**src/rtl/uart_rx_pkg.sv**
```systemverilog
package uart_rx_pkg;
  typedef enum logic [2:0] {
    ST_IDLE  = 3'd0,
    ST_START = 3'd1,
    ST_DATA  = 3'd2,
    ST_PAR   = 3'd3,
    ST_STOP  = 3'd4
  } rx_state_t;
endpackage

```
**src/rtl/uart_rx_sync.sv**
```systemverilog
module uart_rx_sync #(
  parameter int STAGES = 2
) (
  input  logic clk,
  input  logic rst_n,
  input  logic din,
  output logic dout
);
  logic [STAGES-1:0] pipe_q;
  logic [STAGES-1:0] pipe_d;

  always_comb begin
    pipe_d = {pipe_q[STAGES-2:0], din};
  end

  always_ff @(posedge clk or negedge rst_n) begin
    if (!rst_n) pipe_q <= '1;
    else        pipe_q <= pipe_d;
  end

  assign dout = pipe_q[STAGES-1];
endmodule

```
**src/rtl/uart_rx_voter.sv**
```systemverilog
module uart_rx_voter #(
  parameter int OSR = 16
) (
  input  logic clk,
  input  logic rst_n,
  input  logic sample_en,
  input  logic arm,
  input  logic active,
  input  logic line,
  output logic vote_valid,
  output logic vote_bit
);
  localparam int CNT_W = $clog2(OSR);
  localparam logic [CNT_W-1:0] IDX_C    = CNT_W'(OSR / 2);
  localparam logic [CNT_W-1:0] IDX_A    = CNT_W'(OSR / 2 - 2);
  localparam logic [CNT_W-1:0] IDX_B    = CNT_W'(OSR / 2 - 1);
  localparam logic [CNT_W-1:0] IDX_LAST = CNT_W'(OSR - 1);

  logic [CNT_W-1:0] cnt_q, cnt_d;
  logic             smp_a_q, smp_a_d;
  logic             smp_b_q, smp_b_d;
  logic             tick;

  assign tick = active & sample_en;

  always_comb begin
    cnt_d   = cnt_q;
    smp_a_d = smp_a_q;
    smp_b_d = smp_b_q;
    if (arm) begin
      cnt_d = CNT_W'(1);
    end else if (tick) begin
      cnt_d = (cnt_q == IDX_LAST) ? '0 : cnt_q + CNT_W'(1);
      if (cnt_q == IDX_A) smp_a_d = line;
      if (cnt_q == IDX_B) smp_b_d = line;
    end
  end

  always_ff @(posedge clk or negedge rst_n) begin
    if (!rst_n) begin
      cnt_q   <= '0;
      smp_a_q <= 1'b1;
      smp_b_q <= 1'b1;
    end else begin
      cnt_q   <= cnt_d;
      smp_a_q <= smp_a_d;
      smp_b_q <= smp_b_d;
    end
  end

  assign vote_valid = tick & (cnt_q == IDX_C);
  assign vote_bit   = (smp_a_q & smp_b_q) | (smp_a_q & line) | (smp_b_q & line);

  // a vote only ever follows a captured pair of window samples one tick apart
  assert_vote_after_window_R3: assert property (@(posedge clk) disable iff (!rst_n)
    (tick && cnt_q == IDX_B) |=> (cnt_q == IDX_C));
endmodule

```
**src/rtl/uart_rx_frame.sv**
```systemverilog
module uart_rx_frame
  import uart_rx_pkg::*;
#(
  parameter int DATA_W = 8
) (
  input  logic              clk,
  input  logic              rst_n,
  input  logic              sample_en,
  input  logic              line,
  input  logic              vote_valid,
  input  logic              vote_bit,
  input  logic              par_en,
  output logic              arm,
  output logic              active,
  output logic              frame_done,
  output logic              stop_bit,
  output logic [DATA_W-1:0] shift_q,
  output logic              par_used,
  output logic              par_bit
);
  localparam int BIT_W = $clog2(DATA_W);
  localparam logic [BIT_W-1:0] BIT_LAST = BIT_W'(DATA_W - 1);

  rx_state_t         state_q, state_d;
  logic [BIT_W-1:0]  bit_q, bit_d;
  logic [DATA_W-1:0] shift_d;
  logic              par_used_d, par_bit_d;

  assign arm        = (state_q == ST_IDLE) & sample_en & ~line;
  assign active     = (state_q != ST_IDLE);
  assign frame_done = (state_q == ST_STOP) & vote_valid;
  assign stop_bit   = vote_bit;

  always_comb begin
    state_d    = state_q;
    bit_d      = bit_q;
    shift_d    = shift_q;
    par_used_d = par_used;
    par_bit_d  = par_bit;
    case (state_q)
      ST_IDLE: begin
        if (arm) state_d = ST_START;
      end
      ST_START: begin
        if (vote_valid) begin
          bit_d   = '0;
          state_d = vote_bit ? ST_IDLE : ST_DATA;
        end
      end
      ST_DATA: begin
        if (vote_valid) begin
          shift_d = {vote_bit, shift_q[DATA_W-1:1]};
          bit_d   = bit_q + BIT_W'(1);
          if (bit_q == BIT_LAST) begin
            par_used_d = par_en;
            state_d    = par_en ? ST_PAR : ST_STOP;
          end
        end
      end
      ST_PAR: begin
        if (vote_valid) begin
          par_bit_d = vote_bit;
          state_d   = ST_STOP;
        end
      end
      ST_STOP: begin
        if (vote_valid) state_d = ST_IDLE;
      end
      default: state_d = ST_IDLE;
    endcase
  end

  always_ff @(posedge clk or negedge rst_n) begin
    if (!rst_n) begin
      state_q  <= ST_IDLE;
      bit_q    <= '0;
      shift_q  <= '0;
      par_used <= 1'b0;
      par_bit  <= 1'b0;
    end else begin
      state_q  <= state_d;
      bit_q    <= bit_d;
      shift_q  <= shift_d;
      par_used <= par_used_d;
      par_bit  <= par_bit_d;
    end
  end

  assert_glitch_to_idle_R2: assert property (@(posedge clk) disable iff (!rst_n)
    (state_q == ST_START && vote_valid && vote_bit) |=> (state_q == ST_IDLE));

  assert_idle_waits_R1: assert property (@(posedge clk) disable iff (!rst_n)
    (state_q == ST_IDLE && !(sample_en && !line)) |=> (state_q == ST_IDLE));
endmodule

```
**src/rtl/uart_rx_vote.sv**
```systemverilog
module uart_rx_vote #(
  parameter int OSR         = 16,
  parameter int DATA_W      = 8,
  parameter int SYNC_STAGES = 2
) (
  input  logic              clk,
  input  logic              rst_n,
  input  logic              sample_en,
  input  logic              rxd,
  input  logic              par_en,
  input  logic              par_odd,
  input  logic              clr_done,
  output logic [DATA_W-1:0] rx_data,
  output logic              rx_done,
  output logic              err_frame,
  output logic              err_parity,
  output logic              err_overrun
);
  logic              line;
  logic              arm, active, vote_valid, vote_bit;
  logic              frame_done, stop_bit, par_used, par_bit;
  logic [DATA_W-1:0] shift_q;
  logic              par_bad;

  logic [DATA_W-1:0] data_d;
  logic              done_d, ferr_d, perr_d, ovr_d;

  uart_rx_sync #(.STAGES(SYNC_STAGES)) u_sync (
    .clk (clk), .rst_n (rst_n), .din (rxd), .dout (line)
  );

  uart_rx_voter #(.OSR(OSR)) u_voter (
    .clk (clk), .rst_n (rst_n), .sample_en (sample_en), .arm (arm),
    .active (active), .line (line), .vote_valid (vote_valid), .vote_bit (vote_bit)
  );

  uart_rx_frame #(.DATA_W(DATA_W)) u_frame (
    .clk (clk), .rst_n (rst_n), .sample_en (sample_en), .line (line),
    .vote_valid (vote_valid), .vote_bit (vote_bit), .par_en (par_en),
    .arm (arm), .active (active), .frame_done (frame_done), .stop_bit (stop_bit),
    .shift_q (shift_q), .par_used (par_used), .par_bit (par_bit)
  );

  assign par_bad = par_used & ((^shift_q) ^ par_odd ^ par_bit);

  always_comb begin
    data_d = rx_data;
    done_d = rx_done;
    ferr_d = err_frame;
    perr_d = err_parity;
    ovr_d  = err_overrun;
    if (clr_done) begin
      done_d = 1'b0;
      ovr_d  = 1'b0;
    end
    if (frame_done) begin
      data_d = shift_q;
      done_d = 1'b1;
      ferr_d = ~stop_bit;
      perr_d = par_bad;
      if (rx_done && !clr_done) ovr_d = 1'b1;
    end
  end

  always_ff @(posedge clk or negedge rst_n) begin
    if (!rst_n) begin
      rx_data     <= '0;
      rx_done     <= 1'b0;
      err_frame   <= 1'b0;
      err_parity  <= 1'b0;
      err_overrun <= 1'b0;
    end else begin
      rx_data     <= data_d;
      rx_done     <= done_d;
      err_frame   <= ferr_d;
      err_parity  <= perr_d;
      err_overrun <= ovr_d;
    end
  end

  assert_data_only_on_frame_R4: assert property (@(posedge clk) disable iff (!rst_n)
    !frame_done |=> $stable(rx_data));

  assert_no_perr_unused_R5: assert property (@(posedge clk) disable iff (!rst_n)
    (frame_done && !par_used) |=> !err_parity);

  assert_low_stop_flags_R6: assert property (@(posedge clk) disable iff (!rst_n)
    (frame_done && !stop_bit) |=> err_frame);

  assert_done_sticky_R7: assert property (@(posedge clk) disable iff (!rst_n)
    (rx_done && !clr_done) |=> rx_done);

  assert_overrun_raise_R8: assert property (@(posedge clk) disable iff (!rst_n)
    (frame_done && rx_done && !clr_done) |=> err_overrun);
endmodule

```
**config.mk**
```make
export PLATFORM = sky130hd
export DESIGN_NAME = uart_rx_vote
export DESIGN_NICKNAME = d
export VERILOG_FILES = /design/src/rtl/uart_rx_pkg.sv /design/src/rtl/uart_rx_sync.sv /design/src/rtl/uart_rx_voter.sv /design/src/rtl/uart_rx_frame.sv /design/src/rtl/uart_rx_vote.sv
export SDC_FILE = /design/constraint.sdc
export NUM_CORES = 1
export LEC_CHECK = 0
export BUFFER_PORTS_ARGS = -buffer_cell sky130_fd_sc_hd__buf_2
export CAP_MARGIN = 20
export CORE_UTILIZATION = 35
export CTS_CLUSTER_DIAMETER = 150
export DETAILED_ROUTE_END_ITERATION = 8
export PLACE_DENSITY = 0.61
export SLEW_MARGIN = 10
export SYNTH_ARGS = -nofsm -noshare
export SYNTH_HDL_FRONTEND = slang
export SYNTH_SLANG_ARGS = --single-unit
```
**constraint.sdc**
```tcl
create_clock -name clk -period 2.4 [get_ports clk]
set_input_delay 0.48 -clock clk [delete_from_list [all_inputs] [get_ports clk]]
set_output_delay 0.48 -clock clk [all_outputs]
set_load 0.01 [all_outputs]
```
# Word level (Yosys, flattened, before mapping)
# Index checks and enable logic that the tools add are counted.
[op_classes]
mux = 19
n_addsub = 2
reduce_logical = 15
n_bitwise = 16
eq_ne = 15
[ops]
columns = ["op", "n"]
rows = [
  ["$mux W3", 8],
  ["$pmux W3 S5", 1],
  ["$mux W4", 3],
  ["$reduce_and A3 Y1", 4],
  ["$ne A2 B1 Y1 const B", 5],
  ["$and A1 B1 Y1", 9],
  ["$eq A4 B3 Y1 const B", 2],
  ["$eq A4 B4 Y1 const B", 2],
  ["$reduce_xor A8 Y1", 1],
  ["$eq A3 B2 Y1 const B", 2],
  ["$eq A3 B3 Y1 const B", 2],
  ["$pmux W3 S2", 1],
  ["$reduce_and A6 Y1", 1],
  ["$reduce_bool A2 Y1", 3],
  ["$mux W1", 5],
  ["$add A4 B1 Y4 const B", 1],
  ["$reduce_and A2 Y1", 2],
  ["$add A3 B1 Y3 const B", 1],
  ["$eq A3 B1 Y1 const B", 1],
  ["$logic_not A3 Y1", 1],
  ["$not A1 Y1", 3],
  ["$reduce_bool A3 Y1", 1],
  ["$mux W2", 1],
  ["$ne A2 B2 Y1 const B", 1],
  ["4 further kinds", 6],
]
[word_totals]
register_bits = 36
in_bits = 7

# Logic depth before layout (Yosys ltp)
# Gate-level depths: netlist of run 1.
[depth]
word_depth = 6
ltp_mapped = 7
depth_no_buf = 6

# Modules after synthesis
# A second synthesis of run 1 with hierarchy kept.
[hier_totals]
cells_unflattened = 141
hier_area_um2 = 1712.9
[by_module_without_submodules]
columns = ["module", "seq_area_each_um2", "instances", "area_per_inst_um2", "cells_per_inst"]
rows = [
  ["uart_rx_frame", 400.4, 1, 797.0, 67],
  ["uart_rx_vote", 300.3, 1, 526.8, 38],
  ["uart_rx_voter", 152.6, 1, 336.6, 34],
  ["uart_rx_sync", 52.6, 1, 52.6, 2],
]

# Worst setup path before layout of run 1
# OpenSTA, ideal clock, no wires.
[synth_timing]
kind = "reg-to-reg"
start = "reg u_voter.cnt_q[0]"
end = "reg u_frame.par_used"
setup_ns = 0.127
path_buffers = 1
arrival_ns = 1.737
slack_ns = 0.535
path_stages_with_launch = 8
cell_sequence = "dfrtp_1 inv_1 ha_1 nand4b_4 or3_1 buf_6 nor2_4 mux2_1"
[synth_via]
elab_chain_len = 3
[synth_lines]
columns = ["item", "line_no", "source"]
rows = [
  ["start, declared", "uart_rx_voter.sv:19", "logic [CNT_W-1:0] cnt_q, cnt_d;"],
  ["start signal, assigned", "uart_rx_voter.sv:45", "cnt_q <= cnt_d;"],
  ["$eq A4 B4 Y1", "uart_rx_voter.sv:51", "assign vote_valid = tick & (cnt_q == IDX_C);"],
  ["$and A1 B1 Y1", "uart_rx_voter.sv:51", ""],
  ["$reduce_and A3 Y1 (no line)", "-", ""],
  ["end signal, assigned", "uart_rx_frame.sv:84", "par_used <= par_used_d;"],
  ["end, declared", "uart_rx_frame.sv:18", "output logic par_used,"],
]
# No other way between the ends.
# A chain may end at the register's enable or synchronous reset.

# Final worst setup path of run 1
# Ends and elaborated chain as after synthesis.

==> impl_metrics.json, run 1 <==
{
  "hpwl_um": 2040,
  "drv_slew": 0,
  "core_area_sq_um": 4750,
  "clock_latency_ps": 290,
  "hold_path.class": "in2async",
  "globalplace.congestion": 0.764,
  "ant_nets": 0,
  "syn_inst": 143,
  "grt.overflow.total": 0,
  "start_kind": "register",
  "p_comb_share_pct": 20.5,
  "synthTopCellsByCount": "dfrtp_1 (32), nand3_1 (14), mux2_2 (11)",
  "first_global_vias": 1185,
  "pin_count": 19,
  "swShare_pct": 29.7,
  "cts_buffer_depth": 2,
  "diodes": 0,
  "synth_cell_types": 38,
  "critPathSlowestCell": "or3_1",
  "outcome": "finished clean",
  "grt_pass1_wl_um": 5380,
  "routed_wl_um": 2980,
  "path_cells": "inv_1 > ha_1 > nand4b_4 > or3_1 > nor2_4 > mux2_1",
  "min_period_ps": 2180,
  "viasPerCell": 4.94,
  "rr_startpoint": "u_voter.cnt_q[0]",
  "initial_core_util_pct": 36.6,
  "synth_area_leaders": "dfrtp_1 (46%), mux2_2 (7.1%), mux2_4 (6.9%)",
  "ys.warnings.count": 0,
  "peakVddDrop_mv": 0.430,
  "period_share_pct": 90.9,
  "root_buffer": "clkbuf_8",
  "critPathCaptureType": "register",
  "ys.flop_type": "dfrtp_1",
  "wire_per_inst_um": 12.8,
  "cp_max_fo": 9,
  "die_area_sq_um": 5260,
  "power.total_mw": 1.65,
  "critical_path_class": "reg2reg",
  "tns_ps": 0,
  "fmax_mhz": 458,
  "r2r_end": "u_frame.par_used",
  "synth.top_cell.area_share_pct": 46.0,
  "maxCapViolCount": 0,
  "async_reset_ff_share_pct": 100,
  "drt-pass1-iter-count": 4,
  "cts_sinks": 36,
  "drc_errors": 0,
  "rrSetupSlack_ps": 220,
  "die_w_um": 72.5,
  "setup_violations": 0,
  "rows": 25,
  "finalHoldViolations": 0,
  "cts.reportedPaths.clkPinSlew_ps": 70,
  "internal-power_mw": 1.16,
  "antenna_found_initial": 0,
  "cts_made_buffers": 5,
  "clock_skew_ps": 5.59,
  "max-slew-margin-rel_pct": 46.8,
  "cts_setup_buffers": 0,
  "synth.most_common_cell": "dfrtp_1",
  "p_leak_nw": 0.985,
  "numPortBuffers": 18,
  "fin_ws_ps": 219,
  "area_growth_pct": 15.2,
  "worstMarginPinSlew_ps": 798,
  "route.vias.total": 1145,
  "post-synth-top-area-cell": "dfrtp_1",
  "utilization_pct": 42.2,
  "post-place-ws_ps": 235,
  "drive_above_1_share_pct": 33.9,
  "die_y_um": 72.5,
  "power_switching_uw": 490,
  "dr.first_iter.drc_count": 50,
  "cellPowerDensity_nw_per_um2": 822,
  "rsz0062_at_grt": "false",
  "slowest_delay_ps": 640,
  "syn_area_sq_um": 1740,
  "rr_worst_depth": 6,
  "nets": 176,
  "htreeDepth": 2,
  "grt_start_max_net_pins": 37,
  "cts_tree": "done",
  "track_usage_pct": 13.5,
  "clkPwrFrac_pct": 31.8,
  "synth_edf_count": 0,
  "pwr-share-seq_pct": 47.7,
  "synthesis.area_per_instance_sq_um": 12.2,
  "holdBufCountCts": 0,
  "crit_arrival_ps": 2350,
  "yosysSeqAreaShare_pct": 52.0,
  "ys_ff_latch": 36,
  "cts-resized-gates": 0,
  "synth_fp_nets": 155,
  "crit_required_ps": 2570
}
[worst max path at each step]
stage               slack, ps               end             start  depth (start not counted)
floorplan                 540  u_frame.par_used  u_voter.cnt_q[0]                          7
global placement          320  u_frame.par_used  u_voter.cnt_q[0]                          6
detailed placement        230  u_frame.par_used  u_voter.cnt_q[0]                          6
CTS                       210  u_frame.par_used  u_voter.cnt_q[0]                          6
global route              120  u_frame.par_used  u_voter.cnt_q[0]                          6
finish                    220  u_frame.par_used  u_voter.cnt_q[0]                          6
[state kept, by name (all words and copies together) (netlist names)]
register	cells
u_voter.cnt_q	4
rx_done	1
u_frame.par_used	1
err_overrun	1
u_voter.smp_a_q	1
u_frame.par_bit	1
rx_data	8
u_frame.shift_q	8
u_voter.smp_b_q	1
err_parity	1
u_sync.pipe_q	2
u_frame.state_q	3
u_frame.bit_q	3
err_frame	1
[power by group through the flow]
| stage | sequential, mW | clock (mW) | combinational [mW] |
|---|---|---|---|
| after floorplan | 0.757 | 0 | 0.291 |
| after global placement | 0.788 | 0 | 0.328 |
| after detailed placement | 0.797 | 0 | 0.339 |
| after CTS | 0.787 | 0.544 | 0.342 |
| after global routing | 0.801 | 0.569 | 0.385 |
| final | 0.787 | 0.526 | 0.338 |
[placed cells by master (no fill, tap or decap), types with 2 or more instances in the layout]
| cell type | count |
|---|---|
| clkbuf_8 | 5 |
| buf_4 | 3 |
| nor2_1 | 5 |
| mux2_2 | 11 |
| xnor2_1 | 6 |
| nand3_1 | 14 |
| nand2_1 | 7 |
| dfrtp_1 | 32 |
| nor3_1 | 4 |
| a21oi_1 | 2 |
| buf_2 | 18 |
| ha_1 | 5 |
| o31ai_1 | 5 |
| o21ai_0 | 7 |
| mux2_4 | 8 |
| dfstp_2 | 4 |
| inv_1 | 6 |
[cells by family after synthesis]
logic type | count (synthesis) | synth area share [%]
muxes | 20 | 14.7
adders and majority gates | 6 | 4.17
AOI/OAI and AO/OA | 20 | 7.33
buffers and inverters | 13 | 3.74
xor gates and xnor gates | 8 | 4.81
and+or+nand+nor | 40 | 13.3
DFF | 36 | 52.0
[final cells by class]
cell class	instances	area, sq um
timing repair buffer	21	113
clock inverter	3	42.5
tap	67	83.8
clock buffer	5	68.8
inverter	6	22.5
sequential	36	906
multi-input combinational	94	771
fill	480	2750
[per-layer routing]
| metal | GRT usage, % | routed length, um | up-vias | share of wire [%] |
|---|---|---|---|---|
| met2 | 23.5 | 1560 | 24 | 52 |
| met3 | 5.42 | 127 | 4 | 4.3 |
| li1 | - | - | 549 | - |
| met5 | 0 | 0 | - | 0 |
| met1 | 15.2 | 1270 | 568 | 43 |
| met4 | 4.14 | 26 | 0 | 0.87 |
[per-stage QoR]
step | instance area [sq um] | hold slack [ps] | cells
5_1_grt | 2010 | 274 | 232
3_3_place_gp | 1900 | 347 | 224
2_1_floorplan | 1740 | 184 | 143
3_5_place_dp | 1900 | 349 | 224
4_1_cts | 2010 | 276 | 232
6_report | 2010 | 273 | 232
[critical path: cells and delay by family (launching register included)]
family                   cells  cell delay (ps)
AND/OR/NAND/NOR              3              970
flip-flops                   1              400
multiplexers                 1              340
adder cells (fa/ha/maj)      1              220
buffers and inverters        1              130
No activity file was read; power rests on OpenSTA's default activity.
==> run 2, diff against run 1 <==
--- a/config.mk
+++ b/config.mk
@@ -12,3 +12,4 @@
 export DETAILED_ROUTE_END_ITERATION = 8
-export PLACE_DENSITY = 0.61
+export PLACE_DENSITY = 0.63
+export SKIP_LAST_GASP = 1
 export SLEW_MARGIN = 10
==> constraint.sdc (replaced) <==
create_clock -name clk -period 1.86 [get_ports clk]
set_input_delay 0.279 -clock clk [delete_from_list [all_inputs] [get_ports clk]]
set_output_delay 0.279 -clock clk [all_outputs]
set_load 0.01 [all_outputs]
==> run 2 against run 1 <==
Effect of this change: total power increased by 26%; via count rose by 2.4%; critical path depth did not move; clock skew grew 3.9 ps; global-route usage increased by 0.75 points; maximum frequency rose by 22%; combinational power up 60%; register-to-register slack lost 140 ps; critical path type unchanged; highest routed layer unchanged.
==> impl_metrics.json, run 2 (synthesized netlist as in run 1, its figures left out) <==
{
  "cts_sinks": 36,
  "hpwl_um": 2330,
  "cp_max_fo": 8,
  "die_area_sq_um": 5260,
  "final_common_cell": "dfrtp_1",
  "grt_start_max_net_pins": 37,
  "critical_path_class": "reg2reg",
  "dr.first_iter.drc_count": 36,
  "die_w_um": 72.5,
  "crit_arrival_ps": 1950,
  "track_usage_pct": 14.3,
  "critPathCaptureType": "register",
  "start_kind": "register",
  "fin_ws_ps": 75.6,
  "routed_wl_um": 3280,
  "initial_core_util_pct": 36.6,
  "utilization_pct": 43.3,
  "clock_latency_ps": 280,
  "finalHoldViolations": 0,
  "period_share_pct": 95.9,
  "tns_ps": 0,
  "maxCapViolCount": 0,
  "cts.reportedPaths.clkPinSlew_ps": 70,
  "die_y_um": 72.5,
  "drt-pass1-iter-count": 5,
  "first_global_vias": 1183,
  "core_area_sq_um": 4750,
  "outcome": "finished clean",
  "drive_above_1_share_pct": 37.8,
  "p_leak_nw": 1.02,
  "antenna_found_initial": 0,
  "min_period_ps": 1780,
  "diodes": 0,
  "numPortBuffers": 18,
  "clock_skew_ps": 9.45,
  "largestRegisters": "rx_data x8, u_frame.shift_q x8, u_voter.cnt_q x4",
  "ant_nets": 0,
  "grt_pass1_wl_um": 5510,
  "drv_slew": 0,
  "setup_violations": 0,
  "cts_tree": "done",
  "fmax_mhz": 560,
  "power.total_mw": 2.09,
  "hold_path.class": "in2async",
  "nets": 183,
  "max-slew-margin-rel_pct": 47.7,
  "rows": 25,
  "post_dp_cell_area_sq_um": 1960,
  "viasPerCell": 4.90,
  "cellPowerDensity_nw_per_um2": 1010,
  "fillers": 466,
  "drc_errors": 0,
  "cts_made_buffers": 5,
  "globalplace.congestion": 0.804,
  "worstMarginPinSlew_ps": 785,
  "htreeDepth": 2,
  "grt.overflow.total": 0,
  "cts_setup_buffers": 0,
  "final_cell_mix": "dfrtp_1 (32), buf_2 (18), nand3_1 (14)",
  "wire_per_inst_um": 13.7,
  "root_buffer": "clkbuf_8",
  "design_area_sq_um": 2060,
  "pin_count": 19,
  "cts_buffer_depth": 2,
  "area_growth_pct": 18.3,
  "post-place-ws_ps": 34.5,
  "crit_required_ps": 2020,
  "route.vias.total": 1172,
  "rsz0062_at_grt": "false",
  "peakVddDrop_mv": 0.489
}
run 2: final timing paths:
path                                       start                 end  slack (ps)  cells past startpoint
worst min register to register  u_sync.pipe_q[0]    u_sync.pipe_q[1]         360                      0
max in group asynchronous                  rst_n  u_frame.shift_q[7]        1290                      1
worst min-delay path                       rst_n         err_overrun          70                      1
min in group clk                             rxd    u_sync.pipe_q[0]          90                      1
worst max-delay path            u_voter.cnt_q[0]  u_frame.shift_q[5]          80                      6
worst max register to register  u_voter.cnt_q[0]  u_frame.shift_q[5]          80                      6
run 2: area by class of cell:
class                   count  area, sq um  area share, %
clock inverters             2         10.0          0.486
flip-flops and latches     36          906           44.0
clock buffers               6         82.6           4.01
repair buffers             28          178           8.62
inverters                   6         22.5           1.09
multi-input cells          94          778           37.8
well taps                  67         83.8           4.07
run 2: report_power, final:
part / total (mW) / switching, mW / internal (mW)
registers: 0.981 / 0.0841 / 0.897
logic: 0.542 / 0.289 / 0.253
clock network: 0.562 / 0.267 / 0.295
run 2: metal layers:
| metal | up-vias | global-route usage, % | wire length, um |
|---|---|---|---|
| met1 | 575 | 15.9 | 1390 |
| met2 | 32 | 26.0 | 1700 |
| met5 | - | 0 | 0 |
| met3 | 5 | 4.17 | 143 |
| met4 | 0 | 4.58 | 44 |
| li1 | 560 | - | - |
run 2: critical path: stages, from the launching register on:
cell      delay (ps)
dfrtp_1          400
inv_1             80
ha_2             200
nand4b_4         100
or3_4            420
buf_12           160
mux2_4           290
run 2: through the flow:
step                hold slack (ps)  cells
finish                         72.8    239
global placement                348    231
floorplan                     -16.6    143
CTS                            82.9    239
detailed placement              347    231
global route                   77.7    239
run 2: what timing repair did:
item                       4_1_cts  5_1_grt
resized for setup                0        1
setup endpoints to repair        0        9
hold buffers                     0        0
==> run 3, diff against run 2 <==
Settings changed: MAX_ROUTING_LAYER set to met4.
Clock period 1.86 ns to 1.56 ns, I/O delays scaled along.
==> run 3 against run 2 <==
Effect of this change: the flow now finishes with violations (negative setup slack); core utilization is 3.1 points higher; hold slack worse by 29 ps; sequential power is 19% higher; combinational power is 40% higher; count of clock-buffer cells in the layout is 2 higher; routed wire length is 2.2% higher; sequential cell count stayed put; register-to-register slack worse by 170 ps; highest routed layer unchanged.
==> impl_metrics.json, run 3 (synthesized netlist as in run 1, its figures left out) <==
{
  "outcome": "finished, violations left",
  "violations": "negative setup slack",
  "hold_path.class": "in2reg",
  "multi_input_area_sq_um": 807,
  "design_area_sq_um": 2210,
  "route.vias.total": 1227,
  "track_usage_pct": 14.6,
  "grt.overflow.total": 0,
  "drive_above_1_share_pct": 43.7,
  "crit_family": "simple AND/OR/NAND/NOR gates",
  "drc_errors": 0,
  "period_share_pct": 106,
  "diodes": 0,
  "critPathCaptureType": "register",
  "pin_count": 19,
  "cts.reportedPaths.clkPinSlew_ps": 70,
  "grt_start_max_net_pins": 28,
  "utilization_pct": 46.4,
  "fin_ws_ps": -96.1,
  "cts_buffer_depth": 2,
  "clock_latency_ps": 290,
  "drt-pass1-iter-count": 4,
  "numPortBuffers": 18,
  "cp_max_fo": 8,
  "die_y_um": 72.5,
  "hpwl_um": 2400,
  "nets": 194,
  "placedCellCount": 237,
  "fin_cells": 250,
  "timing.hold.ws_ps": 43.9,
  "cts_tree": "done",
  "p_leak_nw": 1.09,
  "final_cell_mix": "dfrtp_1 (32), buf_2 (18), buf_4 (17)",
  "crit_arrival_ps": 1830,
  "min_period_ps": 1660,
  "cellPowerDensity_nw_per_um2": 1200,
  "setup_violations": 10,
  "critPathSlowestCell": "dfrtp_1",
  "die_area_sq_um": 5260,
  "post-place-ws_ps": -145,
  "cts_sinks": 36,
  "worstMarginPinSlew_ps": 271,
  "peakVddDrop_mv": 0.425,
  "post_dp_cell_area_sq_um": 2050,
  "cts_made_buffers": 5,
  "antenna_found_initial": 0,
  "ant_nets": 0,
  "core_area_sq_um": 4750,
  "viasPerCell": 4.91,
  "final_common_cell": "dfrtp_1",
  "clock_skew_ps": 6.13,
  "first_global_vias": 1211,
  "area_growth_pct": 26.7,
  "htreeDepth": 2,
  "tns_ps": -753,
  "die_w_um": 72.5,
  "fillers": 454,
  "grt_pass1_wl_um": 5590,
  "drv_slew": 0,
  "dr.first_iter.drc_count": 30,
  "path_cells": "inv_2 > ha_4 > nand4b_4 > or3_4 > buf_12 > mux2_4",
  "crit_buf_inv": 2,
  "slowest_delay_ps": 400,
  "root_buffer": "clkbuf_8",
  "wire_per_inst_um": 13.4,
  "finalHoldViolations": 0,
  "max-slew-margin-rel_pct": 81.7,
  "routed_wl_um": 3350,
  "rsz0062_at_grt": "true",
  "critical_path_class": "reg2reg",
  "crit_required_ps": 1730,
  "maxCapViolCount": 0,
  "power.total_mw": 2.65,
  "rows": 25,
  "initial_core_util_pct": 36.6,
  "fmax_mhz": 604,
  "globalplace.congestion": 0.833,
  "largestRegisters": "rx_data x8, u_frame.shift_q x8, u_voter.cnt_q x4",
  "start_kind": "register",
  "regArea_sq_um": 906
}
-- run 3: what timing repair did --
action	4_1_cts	5_1_grt
hold buffers	1	0
hold endpoints to repair	9	0
setup buffers	2	2
pin swaps	0	1
resized for setup	1	2
endpoints found under the setup margin	9	17
-- run 3: worst reg2reg max path, cell delays in order (launching register included) --
cell,delay (ps)
dfrtp_1,400
inv_2,80
ha_4,140
nand4b_4,100
or3_4,370
buf_12,160
mux2_4,290
-- run 3: final cells by class --
cell class / count / area share, %
inverters: 6 / 1.02
repair buffers: 39 / 13.0
flip-flops and latches: 36 / 41.0
multi-input cells: 94 / 36.6
well taps: 67 / 3.80
clock buffers: 8 / 4.54
-- run 3: worst paths after layout --
check,startpoint,slack (ps),cells after the start,endpoint
setup / recovery,u_voter.cnt_q[1],-100,6,u_frame.shift_q[0]
setup reg to reg,u_voter.cnt_q[1],-100,6,u_frame.shift_q[0]
max in group asynchronous,rst_n,700,3,u_voter.smp_a_q
hold / removal,rxd,40,1,u_sync.pipe_q[0]
hold reg to reg,u_sync.pipe_q[0],360,0,u_sync.pipe_q[1]
min in group asynchronous,rst_n,350,2,rx_data[0]
-- run 3: where the power goes --
group          internal [mW]  total [mW]  switching (mW)
registers               1.07        1.17          0.0955
clock network          0.403       0.725           0.322
logic                  0.381       0.759           0.378
total                   1.85        2.65           0.795
-- run 3: routing by layer --
| layer | up-vias | routed length, um | track usage (%) |
|---|---|---|---|
| li1 | 587 | - | - |
| met1 | 605 | 1500 | 16.3 |
| met2 | 26 | 1670 | 24.7 |
| met3 | 9 | 109 | 4.31 |
| met4 | 0 | 57 | 5.23 |
| met5 | - | 0 | - |
